==> config.mk <==
export PLATFORM = sky130hd
export DESIGN_NAME = belt_chime_ctrl
export DESIGN_NICKNAME = d
export VERILOG_FILES = /design/src/rtl/belt_pkg.sv /design/src/rtl/belt_sec_counter.sv /design/src/rtl/belt_fsm.sv /design/src/rtl/belt_chime_ctrl.sv
export SDC_FILE = /design/constraint.sdc
export NUM_CORES = 1
export LEC_CHECK = 0
export ABC_CLOCK_PERIOD_IN_PS = 2250
export BUFFER_PORTS_ARGS = -buffer_cell sky130_fd_sc_hd__buf_4
export CORE_AREA = 2 2 39 41
export CTS_CLUSTER_DIAMETER = 150
export CTS_CLUSTER_SIZE = 12
export DETAILED_ROUTE_END_ITERATION = 10
export DIE_AREA = 0 0 41 43
export PLACE_DENSITY_LB_ADDON = 0.3
export SYNTH_ARGS = -nofsm -noshare
export SYNTH_HDL_FRONTEND = slang
export SYNTH_SLANG_ARGS = --single-unit
==> constraint.sdc <==
create_clock -name clk -period 2.25 [get_ports clk]
set_clock_uncertainty 0.2 [all_clocks]
set_input_delay 0.45 -clock clk [delete_from_list [all_inputs] [get_ports clk]]
set_output_delay 0.45 -clock clk [all_outputs]
set_load 0.05 [all_outputs]
==> src/rtl/belt_pkg.sv <==
package belt_pkg;
  typedef enum logic [1:0] {
    ST_OFF   = 2'd0,
    ST_WAIT  = 2'd1,
    ST_ALARM = 2'd2
  } belt_state_e;

  // True when one more pulse completes a window of `limit` seconds.
  function automatic logic last_second(logic [15:0] count, logic [15:0] limit);
    return (count + 16'd1) >= limit;
  endfunction
endpackage

==> src/rtl/belt_sec_counter.sv <==
module belt_sec_counter #(
  parameter int CW = 3
) (
  input  logic          clk,
  input  logic          rst,
  input  logic          clr,
  input  logic          tick,
  input  logic [15:0]   limit,
  output logic          done
);
  import belt_pkg::*;

  logic [CW-1:0] cnt_q;

  always_ff @(posedge clk) begin
    if (rst || clr) cnt_q <= '0;
    else if (tick)  cnt_q <= cnt_q + 1'b1;
  end

  assign done = tick && last_second(16'(cnt_q), limit);
endmodule

==> src/rtl/belt_fsm.sv <==
module belt_fsm (
  input  logic                  state_is_hold,
  input  belt_pkg::belt_state_e state_q,
  input  logic                  key_on,
  input  logic                  belt_fastened,
  input  logic                  window_done,
  output belt_pkg::belt_state_e state_d,
  output logic                  hold_d,
  output logic                  ev_start,
  output logic                  ev_grace_done,
  output logic                  ev_alarm_done,
  output logic                  ev_key_drop,
  output logic                  ev_belt_cancel
);
  import belt_pkg::*;

  always_comb begin
    state_d        = state_q;
    hold_d         = state_is_hold;
    ev_start       = 1'b0;
    ev_grace_done  = 1'b0;
    ev_alarm_done  = 1'b0;
    ev_key_drop    = 1'b0;
    ev_belt_cancel = 1'b0;
    case (state_q)
      ST_OFF: begin
        if (!key_on) begin
          hold_d = 1'b0;
        end else if (!state_is_hold) begin
          state_d  = ST_WAIT;
          ev_start = 1'b1;
        end
      end
      ST_WAIT: begin
        if (!key_on) begin
          state_d     = ST_OFF;
          hold_d      = 1'b0;
          ev_key_drop = 1'b1;
        end else if (belt_fastened) begin
          state_d        = ST_OFF;
          hold_d         = 1'b1;
          ev_belt_cancel = 1'b1;
        end else if (window_done) begin
          state_d       = ST_ALARM;
          ev_grace_done = 1'b1;
        end
      end
      ST_ALARM: begin
        if (!key_on) begin
          state_d     = ST_OFF;
          hold_d      = 1'b0;
          ev_key_drop = 1'b1;
        end else if (belt_fastened) begin
          state_d        = ST_OFF;
          hold_d         = 1'b1;
          ev_belt_cancel = 1'b1;
        end else if (window_done) begin
          state_d       = ST_OFF;
          hold_d        = 1'b1;
          ev_alarm_done = 1'b1;
        end
      end
      default: begin
        state_d = ST_OFF;
        hold_d  = 1'b0;
      end
    endcase
  end
endmodule

==> src/rtl/belt_chime_ctrl.sv <==
module belt_chime_ctrl #(
  parameter int GRACE_SEC = 5,
  parameter int ALARM_SEC = 5
) (
  input  logic clk,
  input  logic rst,
  input  logic key_on,
  input  logic belt_fastened,
  input  logic sec_tick,
  output logic alarm_en,
  output logic timer_start
);
  import belt_pkg::*;

  localparam int MAX_SEC = (GRACE_SEC > ALARM_SEC) ? GRACE_SEC : ALARM_SEC;
  localparam int CW      = $clog2(MAX_SEC + 1);

  belt_state_e state_q, state_d;
  logic        hold_q, hold_d;
  logic        start_q;
  logic        window_done;
  logic [15:0] limit;
  logic        ev_start, ev_grace_done, ev_alarm_done, ev_key_drop, ev_belt_cancel;
  logic        count_clr;

  assign limit     = (state_q == ST_ALARM) ? 16'(ALARM_SEC) : 16'(GRACE_SEC);
  assign count_clr = (state_d != state_q) || (state_q == ST_OFF);

  belt_sec_counter #(.CW(CW)) u_count (
    .clk   (clk),
    .rst   (rst),
    .clr   (count_clr),
    .tick  (sec_tick),
    .limit (limit),
    .done  (window_done)
  );

  belt_fsm u_fsm (
    .state_is_hold  (hold_q),
    .state_q        (state_q),
    .key_on         (key_on),
    .belt_fastened  (belt_fastened),
    .window_done    (window_done),
    .state_d        (state_d),
    .hold_d         (hold_d),
    .ev_start       (ev_start),
    .ev_grace_done  (ev_grace_done),
    .ev_alarm_done  (ev_alarm_done),
    .ev_key_drop    (ev_key_drop),
    .ev_belt_cancel (ev_belt_cancel)
  );

  always_ff @(posedge clk) begin
    if (rst) begin
      state_q <= ST_OFF;
      hold_q  <= 1'b0;
      start_q <= 1'b0;
    end else begin
      state_q <= state_d;
      hold_q  <= hold_d;
      start_q <= ev_start;
    end
  end

  assign alarm_en    = (state_q == ST_ALARM);
  assign timer_start = start_q;
endmodule

==> impl_metrics.tcl <==
set metrics [dict create \
    period_needed_ns 2.00 \
    maxSlewViolCount 0 \
    fmaxAchievable_mhz 499 \
    drv_cap 0 \
    drt-pass1-iter-count 4 \
    worstMarginPinSlew_ns 0.433 \
    drive_gt1_share_pct 19.2 \
    hold_ws_ns 0.224 \
    grt_overflow 0 \
    pre_cts_ws_ns 0.236 \
    cts_resized 0 \
    hp-class "in2reg" \
    final_nets 85 \
    avgSynthCellArea_sq_um 8.60 \
    finalInstanceArea_sq_um 632 \
    vdd_ir_drop_max_uv 229 \
    timing.final.ws_setup_ns 0.247 \
    sequentialPowerShare_pct 41.7 \
    ant_nets 0 \
    cts_buffers 3 \
    tritoncts "yes" \
    clkLatencyLatePin_ns 0.27 \
    antenna_cells 0 \
    p_leak_nw 0.241 \
    swShare_pct 29.4 \
    grt_antenna_before_repair 0 \
    core_area_sq_um 1380 \
    yosysSeqAreaShare_pct 26.3 \
    ios 7 \
    p_int_uw 223 \
    cp_cell_sequence "inv_1, ha_1, or2_2, o41ai_1, nor4b_1" \
    portBuffers 6 \
    wl_um 1090 \
    syn_area_sq_um 533 \
    ctsRootBufferMaster "clkbuf_4" \
    fin_crit_sh_pct 89.0 \
    comb_power_share_pct 19.1 \
    required_ns 2.21 \
    crit_family "simple AND/OR/NAND/NOR gates" \
    cp.arrival_ns 1.97 \
    most-common-layout-cells "dfxtp_1, buf_4, inv_1, ha_1" \
    grt_pass1_vias 418 \
    grt_pass1_wl_um 1770 \
    nFillCells 138 \
    h-tree-depth 1 \
    num_vias 466 \
    ys_ff_latch 7 \
    synthCells 62 \
    end_kind "flop" \
    p_total_uw 316 \
    start_kind "flop" \
    num_rows 14 \
    p_per_area_nw_per_um2 500 \
    viasPerCell 5.24 \
    p_switching_uw 92.9 \
    slew-limit-headroom_pct 70.7 \
    clkTransAtPathRegs_ns 0.05 \
    synth_cell_type_count 31 \
    post_dp_cell_area_sq_um 606 \
    status "complete, no violations" \
    crit_fanout 9 \
    cts_sinks 7 \
    synth_nets 73 \
    wl_per_cell_um 12.2 \
    cts_hold_buf 0 \
    path_buf_inv 1 \
    rsz0062_at_grt "no" \
    routabilityCongestion 0.848 \
    synth_area_leaders "dfxtp_1, ha_1, a2111oi_4" \
    post_cts_buffers 0 \
    worst_path_largest_cell_delay_ns 0.38 \
    dieHeight_um 43 \
    critPathKind "reg2reg" \
    yosysTopAreaCellShare_pct 26.3 \
    grt_max_degree 10 \
    setup_viol 0 \
    drc 0 \
    drtIter0Drc 14 \
    dieArea_sq_um 1760 \
    cp_slowest_cell "o41ai_1" \
    fin_setup_tns_ns 0 \
    initial_core_util_pct 38.5 \
    die_x_um 41 \
    synth_largest_area_cell "dfxtp_1" \
    dpl.hpwl_um 821 \
    synth_warnings 0 \
    synthToLayoutAreaGrowth_pct 18.5 \
    power.share.clock_pct 39.2 \
    clockBufferDepth 2 \
    hold_viol_final 0 \
    grtUsageTotal_pct 15.4 \
]
[layer usage]
layer  vias up  track usage [%]  wire length (um)
met5         -                0                 0
met4         0             10.0                36
met1       201             20.7               551
li1        249                -                 -
met3         4             4.71                52
met2        12             20.3               445
[power by group through the flow]
stage	sequential (mW)	combinational, mW	clock [mW]
floorplan	0.138	0.0368	0
global placement	0.134	0.0602	0
detailed placement	0.135	0.0603	0
CTS	0.132	0.0606	0.124
global route	0.132	0.0681	0.131
finish	0.132	0.0604	0.124
[area by class of cell]
| type | count | area (sq um) | share of cell area [%] |
|---|---|---|---|
| multi-input cells | 49 | 370 | 58.6 |
| flip-flops and latches | 7 | 140 | 22.2 |
| repair buffers | 7 | 52.6 | 8.32 |
| clock buffers | 4 | 26.3 | 4.16 |
| inverters | 6 | 22.5 | 3.56 |
| well taps | 16 | 20.0 | 3.17 |
[state kept, by name, indices dropped and copies added, names as in the netlist]
register / count
u_count.cnt_q: 3
state_q: 2
hold_q: 1
timer_start: 1
[cells in the mapped netlist, drive strengths merged]
library cell  instances
a2111oi               1
a21oi                 5
a311o                 1
a311oi                1
a31oi                 1
and3                  1
dfxtp                 7
ha                    6
inv                   6
mux2i                 1
nand2                 5
nand2b                1
nand3                 1
nand3b                1
nor2                  2
nor2b                 3
nor3                  4
nor3b                 1
nor4                  1
nor4b                 1
o2111ai               1
o21ba                 1
o21bai                1
o22ai                 1
o31ai                 1
o41ai                 1
or2                   1
or3                   2
or3b                  1
xnor2                 1
xor2                  1
[final timing paths]
path / from / end / slack, ns / cells past startpoint
max: state_q[0]$_SDFF_PP0_ / u_count.cnt_q[1]$_SDFFE_PP0P_ / 0.25 / 5
min: rst / state_q[0]$_SDFF_PP0_ / 0.22 / 2
max reg2reg: state_q[0]$_SDFF_PP0_ / u_count.cnt_q[1]$_SDFFE_PP0P_ / 0.25 / 5
min reg2reg: hold_q$_SDFFE_PP0P_ / hold_q$_SDFFE_PP0P_ / 0.28 / 2
[kinds of logic (layout without fill, tap and decap cells)]
group / count (synthesis) / in the layout / synth area share [%]
AO/OA/AOI/OAI: 15 / 15 / 23.9
flip-flops: 7 / 7 / 26.3
multiplexers: 1 / 1 / 1.88
AND/OR/NAND/NOR: 25 / 25 / 26.3
buffers and inverters: 6 / 17 / 4.23
adder cells (fa/ha/maj): 6 / 6 / 14.1
XOR/XNOR: 2 / 2 / 3.29
[metrics by stage]
stage	util, %	std cells
CTS	45.7	89
global placement	43.8	85
finish	45.7	89
detailed placement	43.8	85
global route	45.7	89
floorplan	-	62
No activity file was read; power rests on OpenSTA's default activity.
